--- src/rtl/snd_dsp_pkg.sv ---
package snd_dsp_pkg;
    localparam int BYTE_W = 8;
    localparam int CNT_W  = 2 * BYTE_W;
    localparam int ARG_W  = 3 * BYTE_W;
    localparam int NUM_IRQ = 3;

    localparam logic [7:0] OP_RATE_OUT = 8'h41;
    localparam logic [7:0] OP_RATE_IN  = 8'h42;
    localparam logic [7:0] OP_START8   = 8'hC0;
    localparam logic [7:0] OP_START16  = 8'hB0;
    localparam logic [7:0] OP_PAUSE8   = 8'hD0;
    localparam logic [7:0] OP_RESUME8  = 8'hD4;
    localparam logic [7:0] OP_PAUSE16  = 8'hD5;
    localparam logic [7:0] OP_RESUME16 = 8'hD6;

    typedef struct packed {
        logic             fire;
        logic [7:0]       op;
        logic [ARG_W-1:0] args;
    } dsp_cmd_t;

    function automatic logic op_known(input logic [7:0] op);
        return (op == OP_RATE_OUT) || (op == OP_RATE_IN) || (op == OP_START8) ||
               (op == OP_START16) || (op == OP_PAUSE8) || (op == OP_RESUME8) ||
               (op == OP_PAUSE16) || (op == OP_RESUME16);
    endfunction

    function automatic logic [1:0] op_params(input logic [7:0] op);
        if (op == OP_RATE_OUT || op == OP_RATE_IN) return 2'd2;
        if (op == OP_START8 || op == OP_START16)   return 2'd3;
        return 2'd0;
    endfunction
endpackage

--- src/rtl/snd_dsp_cmd_decoder.sv ---
module snd_dsp_cmd_decoder
    import snd_dsp_pkg::*;
(
    input  logic       clk,
    input  logic       rst_n,
    input  logic       wr_valid,
    input  logic [7:0] wr_data,
    output logic       busy,
    output dsp_cmd_t   cmd
);
    typedef struct packed {
        logic [1:0]       rem;
        logic [7:0]       op;
        logic [ARG_W-1:0] args;
        logic             fire;
    } dec_t;

    dec_t dec_d, dec_q;

    always_comb begin
        dec_d      = dec_q;
        dec_d.fire = 1'b0;
        if (wr_valid && !dec_q.fire) begin
            if (dec_q.rem == 2'd0) begin
                if (op_known(wr_data)) begin
                    dec_d.op   = wr_data;
                    dec_d.args = '0;
                    dec_d.rem  = op_params(wr_data);
                    dec_d.fire = (op_params(wr_data) == 2'd0);
                end
            end else begin
                dec_d.args = {dec_q.args[ARG_W-BYTE_W-1:0], wr_data};
                dec_d.rem  = dec_q.rem - 2'd1;
                dec_d.fire = (dec_q.rem == 2'd1);
            end
        end
    end

    always_ff @(posedge clk or negedge rst_n) begin
        if (!rst_n) dec_q <= '0;
        else        dec_q <= dec_d;
    end

    assign busy      = dec_q.fire;
    assign cmd.fire  = dec_q.fire;
    assign cmd.op    = dec_q.op;
    assign cmd.args  = dec_q.args;

    assert_busy_one_cycle_R8: assert property (@(posedge clk) disable iff (!rst_n)
        busy |=> !busy);
    assert_param_not_opcode_R6: assert property (@(posedge clk) disable iff (!rst_n)
        (dec_q.rem != 2'd0 && wr_valid && !busy) |=> (dec_q.op == $past(dec_q.op)));
endmodule

--- src/rtl/snd_dsp_xfer_engine.sv ---
module snd_dsp_xfer_engine
    import snd_dsp_pkg::*;
(
    input  logic             clk,
    input  logic             rst_n,
    input  logic             start,
    input  logic             pause,
    input  logic             resume,
    input  logic [1:0]       mode_in,
    input  logic [CNT_W-1:0] cnt_in,
    input  logic             dma_ack,
    output logic             dma_req,
    output logic             block_end,
    output logic [1:0]       mode_out
);
    typedef struct packed {
        logic             run;
        logic             hold;
        logic [1:0]       mode;
        logic [CNT_W-1:0] reload;
        logic [CNT_W-1:0] cnt;
        logic             pend;
        logic [CNT_W-1:0] pend_cnt;
        logic [1:0]       pend_mode;
    } eng_t;

    eng_t eng_d, eng_q;
    logic unit_done;

    assign dma_req   = eng_q.run && !eng_q.hold;
    assign unit_done = dma_req && dma_ack;
    assign block_end = unit_done && (eng_q.cnt == '0);
    assign mode_out  = eng_q.mode;

    always_comb begin
        eng_d = eng_q;
        if (unit_done) begin
            if (eng_q.cnt == '0) begin
                if (eng_q.pend) begin
                    eng_d.reload = eng_q.pend_cnt;
                    eng_d.cnt    = eng_q.pend_cnt;
                    eng_d.mode   = eng_q.pend_mode;
                    eng_d.pend   = 1'b0;
                end else begin
                    eng_d.cnt = eng_q.reload;
                end
            end else begin
                eng_d.cnt = eng_q.cnt - 1'b1;
            end
        end
        if (start) begin
            if (!eng_q.run) begin
                eng_d.run    = 1'b1;
                eng_d.hold   = 1'b0;
                eng_d.reload = cnt_in;
                eng_d.cnt    = cnt_in;
                eng_d.mode   = mode_in;
            end else begin
                eng_d.pend      = 1'b1;
                eng_d.pend_cnt  = cnt_in;
                eng_d.pend_mode = mode_in;
            end
        end
        if (pause && eng_q.run) eng_d.hold = 1'b1;
        if (resume)             eng_d.hold = 1'b0;
    end

    always_ff @(posedge clk or negedge rst_n) begin
        if (!rst_n) eng_q <= '0;
        else        eng_q <= eng_d;
    end

    assert_count_kept_while_idle_R4: assert property (@(posedge clk) disable iff (!rst_n)
        (!dma_req && !start) |=> (eng_q.cnt == $past(eng_q.cnt)));
    assert_reload_at_end_R3: assert property (@(posedge clk) disable iff (!rst_n)
        (block_end && !eng_q.pend && !start) |=> (eng_q.cnt == $past(eng_q.reload) && dma_req));
    assert_pending_applied_R9: assert property (@(posedge clk) disable iff (!rst_n)
        (block_end && eng_q.pend) |=> (eng_q.cnt == $past(eng_q.pend_cnt)));
endmodule

--- src/rtl/snd_dsp_irq_status.sv ---
module snd_dsp_irq_status
    import snd_dsp_pkg::*;
(
    input  logic               clk,
    input  logic               rst_n,
    input  logic [NUM_IRQ-1:0] event_in,
    input  logic [NUM_IRQ-1:0] ack_in,
    output logic [NUM_IRQ-1:0] status,
    output logic               irq
);
    logic [NUM_IRQ-1:0] stat_d, stat_q;

    always_comb begin
        stat_d = (stat_q & ~ack_in) | event_in;
    end

    always_ff @(posedge clk or negedge rst_n) begin
        if (!rst_n) stat_q <= '0;
        else        stat_q <= stat_d;
    end

    assign status = stat_q;
    assign irq    = |stat_q;

    for (genvar i = 0; i < NUM_IRQ; i++) begin : g_chk
        assert_event_sets_R5: assert property (@(posedge clk) disable iff (!rst_n)
            event_in[i] |=> status[i]);
        assert_only_own_ack_clears_R5: assert property (@(posedge clk) disable iff (!rst_n)
            (status[i] && !ack_in[i]) |=> status[i]);
    end
endmodule

--- src/rtl/snd_dsp_sequencer.sv ---
module snd_dsp_sequencer
    import snd_dsp_pkg::*;
(
    input  logic        clk,
    input  logic        rst_n,
    input  logic        host_wr_valid,
    input  logic [7:0]  host_wr_data,
    output logic        host_busy,
    output logic [15:0] out_rate,
    output logic [15:0] in_rate,
    output logic        dma8_req,
    input  logic        dma8_ack,
    output logic        dma16_req,
    input  logic        dma16_ack,
    output logic [1:0]  mode8,
    output logic [1:0]  mode16,
    input  logic        midi_rx_event,
    input  logic        irq_ack8,
    input  logic        irq_ack16,
    input  logic        irq_ack_midi,
    output logic [2:0]  irq_status,
    output logic        irq
);
    localparam int NUM_ENG = 2;

    typedef struct packed {
        logic [15:0] out_r;
        logic [15:0] in_r;
    } rate_t;

    dsp_cmd_t         cmd;
    rate_t            rate_d, rate_q;
    logic [NUM_ENG-1:0] eng_ack, eng_req, eng_end;
    logic [1:0]       eng_mode [NUM_ENG];
    logic [CNT_W-1:0] cmd_cnt;

    snd_dsp_cmd_decoder u_dec (
        .clk      (clk),
        .rst_n    (rst_n),
        .wr_valid (host_wr_valid),
        .wr_data  (host_wr_data),
        .busy     (host_busy),
        .cmd      (cmd)
    );

    always_comb begin
        rate_d = rate_q;
        if (cmd.fire && cmd.op == OP_RATE_OUT) rate_d.out_r = cmd.args[15:0];
        if (cmd.fire && cmd.op == OP_RATE_IN)  rate_d.in_r  = cmd.args[15:0];
    end

    always_ff @(posedge clk or negedge rst_n) begin
        if (!rst_n) rate_q <= '0;
        else        rate_q <= rate_d;
    end

    assign out_rate = rate_q.out_r;
    assign in_rate  = rate_q.in_r;

    // args after a start command: [23:16] mode, [15:8] count low, [7:0] count high
    assign cmd_cnt = {cmd.args[7:0], cmd.args[15:8]};
    assign eng_ack = {dma16_ack, dma8_ack};

    for (genvar g = 0; g < NUM_ENG; g++) begin : g_eng
        localparam logic [7:0] OP_GO   = (g == 0) ? OP_START8  : OP_START16;
        localparam logic [7:0] OP_STOP = (g == 0) ? OP_PAUSE8  : OP_PAUSE16;
        localparam logic [7:0] OP_RES  = (g == 0) ? OP_RESUME8 : OP_RESUME16;

        snd_dsp_xfer_engine u_eng (
            .clk       (clk),
            .rst_n     (rst_n),
            .start     (cmd.fire && cmd.op == OP_GO),
            .pause     (cmd.fire && cmd.op == OP_STOP),
            .resume    (cmd.fire && cmd.op == OP_RES),
            .mode_in   (cmd.args[17:16]),
            .cnt_in    (cmd_cnt),
            .dma_ack   (eng_ack[g]),
            .dma_req   (eng_req[g]),
            .block_end (eng_end[g]),
            .mode_out  (eng_mode[g])
        );
    end

    assign dma8_req  = eng_req[0];
    assign dma16_req = eng_req[1];
    assign mode8     = eng_mode[0];
    assign mode16    = eng_mode[1];

    snd_dsp_irq_status u_irq (
        .clk      (clk),
        .rst_n    (rst_n),
        .event_in ({midi_rx_event, eng_end[1], eng_end[0]}),
        .ack_in   ({irq_ack_midi, irq_ack16, irq_ack8}),
        .status   (irq_status),
        .irq      (irq)
    );

    assert_rate_out_R1: assert property (@(posedge clk) disable iff (!rst_n)
        (cmd.fire && cmd.op == OP_RATE_OUT) |=> (out_rate == $past(cmd.args[15:0])));
    assert_rate_in_R1: assert property (@(posedge clk) disable iff (!rst_n)
        (cmd.fire && cmd.op == OP_RATE_IN) |=> (in_rate == $past(cmd.args[15:0])));
    assert_mode_on_start_R2: assert property (@(posedge clk) disable iff (!rst_n)
        (cmd.fire && cmd.op == OP_START8 && !dma8_req && $past(!dma8_req))
        |=> (mode8 == $past(cmd.args[17:16])));
endmodule

--- config.mk ---
export PLATFORM = sky130hd
export DESIGN_NAME = snd_dsp_sequencer
export DESIGN_NICKNAME = d
export VERILOG_FILES = /design/src/rtl/snd_dsp_pkg.sv /design/src/rtl/snd_dsp_cmd_decoder.sv /design/src/rtl/snd_dsp_xfer_engine.sv /design/src/rtl/snd_dsp_irq_status.sv /design/src/rtl/snd_dsp_sequencer.sv
export SDC_FILE = /design/constraint.sdc
export NUM_CORES = 1
export LEC_CHECK = 0
export BUFFER_PORTS_ARGS = -buffer_cell sky130_fd_sc_hd__clkbuf_2
export CAP_MARGIN = 10
export CORE_ASPECT_RATIO = 0.9
export CORE_MARGIN = 1.5
export CORE_UTILIZATION = 55
export CTS_BUF_LIST = sky130_fd_sc_hd__clkbuf_4
export CTS_CLUSTER_SIZE = 40
export DETAILED_ROUTE_END_ITERATION = 8
export GPL_TIMING_DRIVEN = 0
export HOLD_SLACK_MARGIN = 0.1
export PLACE_DENSITY = 0.75
export REMOVE_ABC_BUFFERS = 1
export SYNTH_ARGS = -nofsm -noshare
export SYNTH_HDL_FRONTEND = slang
export SYNTH_SLANG_ARGS = --single-unit
--- constraint.sdc ---
create_clock -name clk -period 5.2 [get_ports clk]
set_input_delay 0 -clock clk [delete_from_list [all_inputs] [get_ports clk]]
set_output_delay 0 -clock clk [all_outputs]
set_load 0.02 [all_outputs]
==> flow_summary.rst, run 1 <==
.. list-table::
   :header-rows: 1

   * - Metric
     - Value
   * - Total die area
     - roughly 16000 sq um
   * - Die outline height
     - 119.1 um
   * - Terminus of the critical flop-to-flop path
     - g_eng[0].u_eng.eng_q[36]$_DFF_PN0_
   * - Post-detailed-route DRC marker count
     - 0
   * - Area of the core
     - approximately 15000 sq um
   * - Setup repair after global routing missed its margin
     - no
   * - Sequential-to-total area share from yosys stat
     - 52.86%
   * - Setup CP Type
     - reg -> reg
   * - Max_slew headroom
     - between 10% and 20%
   * - Post-cts resize count
     - 0
   * - Gate count after technology mapping
     - 730
   * - Gate power share
     - 8.0%
   * - Kind of start point of the critical path
     - flip-flop
   * - Startpoint of the lowest-slack register-to-register path
     - g_eng[0].u_eng.eng_q[19]$_DFF_PN0_
   * - Worst-path cell chain
     - inv_1 -> ha_1 -> or4b_1 -> nor4_4 -> and2_1 -> mux2_2 -> o21ai_0
   * - CP max-delay cell
     - sky130_fd_sc_hd__and2_1
   * - Final setup fails
     - 0
   * - Power share of the clock group
     - a little under a third
   * - Class of the worst hold path
     - in -> reg
   * - Synth async-reset ratio
     - between 90% and 100%
   * - Synth cell types
     - 61
   * - Int Power
     - around 1.9 mW
   * - Number of maximum-capacitance constraint violations
     - 0
   * - Slew @ Worst Pin
     - around 1200 ps
   * - Via count
     - ~6000
   * - Top Ports
     - 60
   * - Number of sinks driven by the clock tree
     - 174
   * - Post-layout min period
     - 3201 ps
   * - Routed Antenna Nets
     - 0
   * - Share of total power consumed by net switching
     - a little over a quarter
   * - Worst setup startpoint
     - g_eng[0].u_eng.eng_q[19]$_DFF_PN0_
   * - Tightest hold margin
     - approximately 150 ps
   * - Row count
     - 42
   * - Post-synthesis area per instance
     - 11.28 sq um
   * - End point of the critical path
     - g_eng[0].u_eng.eng_q[36]$_DFF_PN0_
   * - Worst EP arrival
     - about 3700 ps
   * - Die Span X
     - 132.0 um
   * - Number of enable-type register cells in the synthesized netlist
     - 0
   * - Final routed wire length divided by cell count
     - about 18 um
   * - Total number of yosys warnings
     - 0
   * - Net count reported at finish
     - between 800 and 900
   * - Cell area after synthesis
     - roughly 8200 sq um
   * - Global-route wire length before repair
     - just over 30000 um
   * - Final HPWL DP
     - roughly 12000 um
   * - Most common cell after layout, fill and taps aside
     - sky130_fd_sc_hd__dfrtp_1
   * - Total gr overflow
     - 0
   * - Worst Setup End Kind
     - flip-flop
   * - Number of inserted diodes
     - 0
   * - All-Layer GR Usage
     - 24.73%
   * - Final worst clock skew
     - approximately 20 ps
   * - Final hold vios
     - 0
   * - Final Slew Violations
     - 0
   * - Post CTS Setup Buffer Count
     - 0
   * - Mean number of vias per cell
     - approximately 6
   * - Sw Pwr
     - 724.2 uW
   * - Number of global-route vias before repair
     - a little under 6000
   * - Maximum number of pins on one net before global-route repair
     - 97
   * - Sequential share of power
     - between 60% and 70%
   * - Peak per-stage delay on the critical path
     - ~860 ps
   * - Starting DRC count in detailed routing
     - ~480
   * - Ratio of cells with drive above 1 in the final layout
     - between 20% and 30%
   * - Setup slack of the worst register-to-register path
     - around 2000 ps
   * - Worst reg2reg path depth
     - 7
   * - FMAX
     - between 300 and 400 MHz
   * - Most used flip-flop cell after synthesis
     - sky130_fd_sc_hd__dfrtp_1
   * - Htree depth
     - 4
   * - Total power divided by cell area
     - ~290 nW/um^2
   * - Port Buf Inserts
     - between 50 and 60
   * - Util after Layout
     - between 60% and 70%
   * - Setup TNS after final layout
     - 0 ps
   * - CTS tree
     - done
   * - CP Data Required Time
     - between 5000 and 6000 ps
   * - Seq cells post-synth
     - ~170
   * - Result of the run
     - finished clean
   * - Area added between synthesis and finish
     - 10.95%
   * - Leakage component of the power
     - 4.278 nW
   * - Drt first pass iters
     - 5
   * - Max rail drop VDD
     - roughly 0.00017 V
   * - Crit share post-route
     - between 60% and 70%
   * - TritonCTS buffer count
     - 17
   * - Number of antenna violations at the first check in global routing
     - 0
   * - CTS Root Buffer Type
     - sky130_fd_sc_hd__clkbuf_4
   * - Top library cells by usage in the layout, fill and taps aside
     - sky130_fd_sc_hd__dfrtp_1 (174), sky130_fd_sc_hd__mux2_2 (102), sky130_fd_sc_hd__nor2_1 (64)
   * - Final weighted congestion in routability-driven placement
     - slightly below 0.9
   * - Starting Density
     - 56.19%
   * - Buffer levels on the longest clock path
     - 2
   * - Biggest fanout along the worst timing path
     - 23
   * - Post-CTS clock slew at the launch and capture registers of the worst setup and hold paths
     - between 100 and 150 ps
   * - Worst skew pair latency
     - 560 ps
   * - Total length of routed wires
     - ~18000 um
-- critical path: cells and delay by family (launching register included) --
family	cells	cell delay [ps]
AND/OR/NAND/NOR	3	1860
adder cells (fa/ha/maj)	1	190
multiplexers	1	410
AO/OA/AOI/OAI	1	150
buffers and inverters	1	80
flip-flops	1	430
-- what timing repair did --
action                                 in CTS  in global routing
setup endpoints to repair                   0                  0
endpoints found under the hold margin     156                  0
hold buffers                               20                  0
-- power by group through the flow --
stage                     clock, mW  sequential [mW]  combinational, mW
after global placement            0             1.63              0.185
final                         0.821             1.61              0.211
after floorplan                   0             1.56              0.126
after global routing          0.893             1.63              0.236
after CTS                     0.844             1.61              0.212
after detailed placement          0             1.64              0.199
-- layer usage --
layer | global-route usage (%) | wire length, um
met1 | 34.21 | 8488
met2 | 39.53 | 8867
met3 | 4.811 | 825
met4 | 8.056 | 265
met5 | 0 | 0
-- worst min path at each step --
stage	depth (start not counted)	from	endpoint
after floorplan	0	rst_n	asynchronous set/reset pin
after global placement	2	midi_rx_event	u_irq.status[2]$_DFF_PN0_
after detailed placement	1	rst_n	out_rate[0]$_DFFE_PN0P_
after CTS	3	irq_ack16	u_irq.status[1]$_DFF_PN0_
after global routing	3	irq_ack16	u_irq.status[1]$_DFF_PN0_
final	3	irq_ack16	u_irq.status[1]$_DFF_PN0_
-- cell type report --
type / instances / area (sq um)
Fill cell: 1187 / 5522
Sequential cell: 174 / 4354
Multi-Input combinational cell: 504 / 3626
Timing Repair Buffer: 83 / 558.0
Tap cell: 198 / 247.7
Clock inverter: 14 / 173.9
Clock buffer: 18 / 135.1
Inverter: 12 / 45.04
-- Yosys cell counts, types with 4 or more instances --
cell | instances | area, sq um
sky130_fd_sc_hd__and3b_1 | 4 | 35.03
sky130_fd_sc_hd__nor4_1 | 8 | 50.05
sky130_fd_sc_hd__nand2_1 | 47 | 176.4
sky130_fd_sc_hd__nand3b_1 | 5 | 37.54
sky130_fd_sc_hd__o31ai_1 | 4 | 30.03
sky130_fd_sc_hd__nor2_1 | 64 | 240.2
sky130_fd_sc_hd__nor3b_1 | 4 | 30.03
sky130_fd_sc_hd__nand4_1 | 7 | 43.79
sky130_fd_sc_hd__a21oi_1 | 35 | 175.2
sky130_fd_sc_hd__a211oi_1 | 5 | 37.54
sky130_fd_sc_hd__nand2b_1 | 5 | 31.28
sky130_fd_sc_hd__xor2_1 | 5 | 43.79
sky130_fd_sc_hd__o21ai_1 | 17 | 85.08
sky130_fd_sc_hd__nor2b_1 | 8 | 50.05
sky130_fd_sc_hd__mux2i_1 | 26 | 260.3
sky130_fd_sc_hd__xnor2_1 | 13 | 113.9
sky130_fd_sc_hd__nand3_1 | 15 | 75.07
sky130_fd_sc_hd__o21ai_0 | 38 | 190.2
sky130_fd_sc_hd__inv_1 | 12 | 45.04
sky130_fd_sc_hd__a31oi_1 | 4 | 25.02
sky130_fd_sc_hd__clkbuf_1 | 23 | 86.33
sky130_fd_sc_hd__nor3_1 | 14 | 70.07
sky130_fd_sc_hd__buf_4 | 5 | 37.54
sky130_fd_sc_hd__mux2_2 | 102 | 1149
sky130_fd_sc_hd__a22o_1 | 18 | 157.7
sky130_fd_sc_hd__dfrtp_1 | 174 | 4354
sky130_fd_sc_hd__buf_1 | 4 | 15.01
-- sequential cells by signal, indices dropped and copies added, names as in the netlist, named ones only --
name / cells
out_rate: 16
u_irq.status: 3
u_dec.busy: 1
in_rate: 16
u_dec.cmd: 26
g_eng.u_eng.eng_q: 104
g_eng.u_eng.mode_out: 4
u_dec.dec_q: 2
-- metrics by stage --
step                worst slack, ps  instance area [sq um]  instances  power (mW)
finish                         1999                   9140       1003       2.642
global route                   1820                   9140       1003       2.758
CTS                            1957                   9114       1000       2.669
detailed placement             1999                   8605        948       1.837
global placement               1110                   8568        947       1.815
floorplan                      2508                   8025        690       1.682
-- kinds of logic (layout without fill, tap and decap cells) --
logic type	after synthesis	in the layout	share of synthesized area [%]
AO/OA/AOI/OAI	147	147	11.24
XOR/XNOR	18	18	1.914
multiplexers	128	128	17.10
adder cells (fa/ha/maj)	2	2	0.3037
flip-flops	174	174	52.86
buffers and inverters	52	127	3.129
AND/OR/NAND/NOR	209	209	13.46
(Power assumes the default switching activity.)
==> run 2, diff against run 1 <==
--- a/config.mk
+++ b/config.mk
@@ -15,7 +15,7 @@
 export DETAILED_ROUTE_END_ITERATION = 8
 export GPL_TIMING_DRIVEN = 0
 export HOLD_SLACK_MARGIN = 0.1
-export PLACE_DENSITY = 0.75
+export PLACE_DENSITY = 0.78
 export REMOVE_ABC_BUFFERS = 1
 export SYNTH_ARGS = -nofsm -noshare
 export SYNTH_HDL_FRONTEND = slang
==> constraint.sdc (replaced) <==
create_clock -name clk -period 2.89 [get_ports clk]
set_input_delay 0 -clock clk [delete_from_list [all_inputs] [get_ports clk]]
set_output_delay 0 -clock clk [all_outputs]
set_load 0.02 [all_outputs]
==> run 2 against run 1 <==
  * Clock skew down 2.4 ps
  * Fmax rose by 21%
  * Worst hold slack gained 6.7 ps
  * Critical path type unchanged
  * Highest routed layer unchanged
==> flow_summary.rst, run 2 (same netlist as run 1, synthesis figures left out) <==
.. list-table::
   :header-rows: 1

   * - Metric
     - Value
   * - Result of the run
     - finished clean (unchanged)
   * - Max_slew headroom
     - 37.71% (was 19.44%)
   * - Max rail drop VDD
     - 0.0003294 V (was 0.0001685 V)
   * - Worst reg2reg path depth
     - 7 (unchanged)
   * - Final worst clock skew
     - 17.57 ps (was 19.93 ps)
   * - # fillers
     - 1146 (was 1187)
   * - Final setup fails
     - 0 (unchanged)
   * - Area of the core
     - 14660 sq um (unchanged)
   * - Kind of start point of the critical path
     - flip-flop (unchanged)
   * - Total gr overflow
     - 0 (unchanged)
   * - CTS Root Buffer Type
     - sky130_fd_sc_hd__clkbuf_4 (unchanged)
   * - Most common cell after layout, fill and taps aside
     - sky130_fd_sc_hd__dfrtp_1 (unchanged)
   * - End point of the critical path
     - g_eng[1].u_eng.eng_q[32]$_DFF_PN0_ (was g_eng[0].u_eng.eng_q[36]$_DFF_PN0_)
   * - Maximum number of pins on one net before global-route repair
     - 91 (was 97)
   * - Crit share post-route
     - 91.93% (was 61.57%)
   * - Int Power
     - 3.299 mW (was 1.918 mW)
   * - TritonCTS buffer count
     - 17 (unchanged)
   * - Footprint of the multi-input gates
     - 3632 sq um (was 3626 sq um)
   * - Top library cells by usage in the layout, fill and taps aside
     - sky130_fd_sc_hd__dfrtp_1 (174), sky130_fd_sc_hd__mux2_2 (102), sky130_fd_sc_hd__nor2_1 (64) (unchanged)
   * - All-Layer GR Usage
     - 24.44% (was 24.73%)
   * - Biggest register
     - g_eng.u_eng.eng_q (unchanged)
   * - Terminus of the critical flop-to-flop path
     - g_eng[1].u_eng.eng_q[32]$_DFF_PN0_ (was g_eng[0].u_eng.eng_q[36]$_DFF_PN0_)
   * - Final cell count without fillers
     - 1006 (was 1003)
   * - Mean number of vias per cell
     - 6.001 (was 5.948)
   * - Post-Layout Inst Area
     - 9131 sq um (was 9140 sq um)
   * - Drt first pass iters
     - 5 (unchanged)
   * - Via count
     - 6037 (was 5966)
   * - Number of antenna violations at the first check in global routing
     - 1 (was 0)
   * - Final Slew Violations
     - 0 (unchanged)
   * - Row count
     - 42 (unchanged)
   * - Port Buf Inserts
     - 59 (unchanged)
   * - Power share of the clock group
     - 28.7% (was 31.1%)
   * - Final HPWL DP
     - 11920 um (was 12300 um)
   * - Worst setup startpoint
     - g_eng[1].u_eng.eng_q[19]$_DFF_PN0_ (was g_eng[0].u_eng.eng_q[19]$_DFF_PN0_)
   * - Global-route wire length before repair
     - 30110 um (was 30460 um)
   * - Leakage component of the power
     - 4.284 nW (was 4.278 nW)
   * - Number of placed instances, taps included
     - 948 (unchanged)
   * - Buffer levels on the longest clock path
     - 2 (unchanged)
   * - Top Ports
     - 60 (unchanged)
   * - Class of the worst hold path
     - in -> reg (unchanged)
   * - Number of maximum-capacitance constraint violations
     - 0 (unchanged)
   * - Final routed wire length divided by cell count
     - 18.48 um (was 18.39 um)
   * - Total power divided by cell area
     - 502.6 nW/um^2 (was 289.1 nW/um^2)
   * - Post-layout min period
     - 2657 ps (was 3201 ps)
   * - Gate power share
     - 8.2% (was 8.0%)
   * - Net count reported at finish
     - 814 (was 811)
   * - Final weighted congestion in routability-driven placement
     - 0.9024 (was 0.8825)
   * - Biggest fanout along the worst timing path
     - 14 (was 23)
   * - Routed Antenna Nets
     - 0 (unchanged)
   * - Sw Pwr
     - 1.290 mW (was 724.2 uW)
   * - CTS tree
     - done (unchanged)
   * - Ratio of cells with drive above 1 in the final layout
     - 26.52% (was 25.84%)
   * - Die outline height
     - 119.1 um (unchanged)
   * - Htree depth
     - 4 (unchanged)
   * - Number of sinks driven by the clock tree
     - 174 (unchanged)
   * - Number of global-route vias before repair
     - 5926 (was 5929)
   * - Share of total power consumed by net switching
     - 28.10% (was 27.41%)
   * - Sequential share of power
     - 63.1% (was 60.9%)
   * - Setup CP Type
     - reg -> reg (unchanged)
   * - Starting Density
     - 56.19% (unchanged)
   * - Worst Setup End Kind
     - flip-flop (unchanged)
   * - Post-detailed-route DRC marker count
     - 0 (unchanged)
   * - Setup slack of the worst register-to-register path
     - 230 ps (was 2000 ps)
   * - Final hold vios
     - 0 (unchanged)
   * - Die Span X
     - 132.0 um (unchanged)
   * - Startpoint of the lowest-slack register-to-register path
     - g_eng[1].u_eng.eng_q[19]$_DFF_PN0_ (was g_eng[0].u_eng.eng_q[19]$_DFF_PN0_)
   * - Worst skew pair latency
     - 580 ps (was 560 ps)
   * - FMAX
     - 376.4 MHz (was 312.4 MHz)
   * - Post-CTS clock slew at the launch and capture registers of the worst setup and hold paths
     - 130 ps (was 140 ps)
   * - Register cell area after layout
     - 4354 sq um (unchanged)
   * - Total length of routed wires
     - 18590 um (was 18450 um)
   * - Area after detailed placement
     - 8605 sq um (unchanged)
   * - Setup repair after global routing missed its margin
     - no (unchanged)
   * - Flip-flop count of the largest register, all copies and words added
     - 104 (unchanged)
   * - Total die area
     - 15720 sq um (unchanged)
   * - Starting DRC count in detailed routing
     - 452 (was 478)
   * - Worst EP arrival
     - 3120 ps (was 3680 ps)
   * - Area added between synthesis and finish
     - 10.84% (was 10.95%)
   * - Slew @ Worst Pin
     - 932.1 ps (was 1205 ps)
   * - CP Data Required Time
     - 3350 ps (was 5680 ps)
==> run 2: changes by cell type in the layout (fill, tap and decap cells not counted), moves of 2 or more <==
| cell | delta |
|---|---|
| sky130_fd_sc_hd__clkbuf_4 | +3 |
| sky130_fd_sc_hd__and2_1 | -2 |
| sky130_fd_sc_hd__buf_4 | +3 |
| sky130_fd_sc_hd__bufinv_16 | -2 |
==> run 2: final cells by class <==
| class | instances | area share (%) |
|---|---|---|
| sequential | 174 | 47.68 |
| multi-input combinational | 504 | 39.78 |
| timing repair buffer | 86 | 6.509 |
| tap | 198 | 2.713 |
| clock buffer | 21 | 1.726 |
| clock inverter | 10 | 1.069 |
| inverter | 12 | 0.4933 |
| antenna | 1 | 0.02740 |
==> run 2: critical path, cell delays in order, from the launching register on <==
cell and delay (ps):
sky130_fd_sc_hd__dfrtp_1 440, sky130_fd_sc_hd__inv_1 100, sky130_fd_sc_hd__ha_1 280, sky130_fd_sc_hd__or4b_1 510
sky130_fd_sc_hd__nor4_4 340, sky130_fd_sc_hd__nand2_2 310, sky130_fd_sc_hd__a211oi_1 410, sky130_fd_sc_hd__o31ai_1 140
==> run 2: timing repair <==
| item | CTS | global route |
|---|---|---|
| pin swaps | 0 | 1 |
| setup endpoints to repair | 12 | 44 |
| gates resized for setup | 1 | 3 |
| hold buffers | 19 | 0 |
| buffers inserted | 0 | 3 |
| hold endpoints to repair | 200 | 0 |
==> run 2: power by group through the flow <==
stage,clock network (mW),logic (mW),registers (mW)
2_1_floorplan,0,0.226,2.80
3_3_place_gp,0,0.332,2.93
3_5_place_dp,0,0.353,2.94
4_1_cts,1.34,0.373,2.89
5_1_grt,1.44,0.420,2.93
6_report,1.32,0.376,2.90
==> run 2: how the worst min path moves through the flow <==
stage	start	to	slack, ps	depth (start not counted)
6_report	irq_ack8	u_irq.status[0]$_DFF_PN0_	160	3
5_1_grt	irq_ack8	u_irq.status[0]$_DFF_PN0_	150	3
4_1_cts	irq_ack8	u_irq.status[0]$_DFF_PN0_	120	3
3_5_place_dp	rst_n	u_irq.status[2]$_DFF_PN0_	110	1
3_3_place_gp	midi_rx_event	u_irq.status[2]$_DFF_PN0_	180	2
2_1_floorplan	rst_n	asynchronous set/reset pin	-300	0
==> run 2: metal layers <==
layer  vias up  part of all wire (%)  global-route usage [%]
met5         -                     0                       0
met4         0                   1.6                   7.778
met3        24                   5.5                   4.896
met2       195                    49                   39.14
met1      3043                    44                   33.69
li1       2775                     -                       -
==> run 2: stage by stage <==
stage	total power, mW	util (%)	setup WS (ps)	setup TNS (ps)	hold slack, ps
after detailed placement	3.294	58.69	-209.1	-878.8	113.9
after global placement	3.266	58.44	-1164	-200890	180.1
after floorplan	3.027	-	198.3	0	-295.6
after CTS	4.610	61.73	46.47	0	119.3
final	4.589	62.28	233.3	0	161.0
after global routing	4.787	62.28	36.54	0	152.5
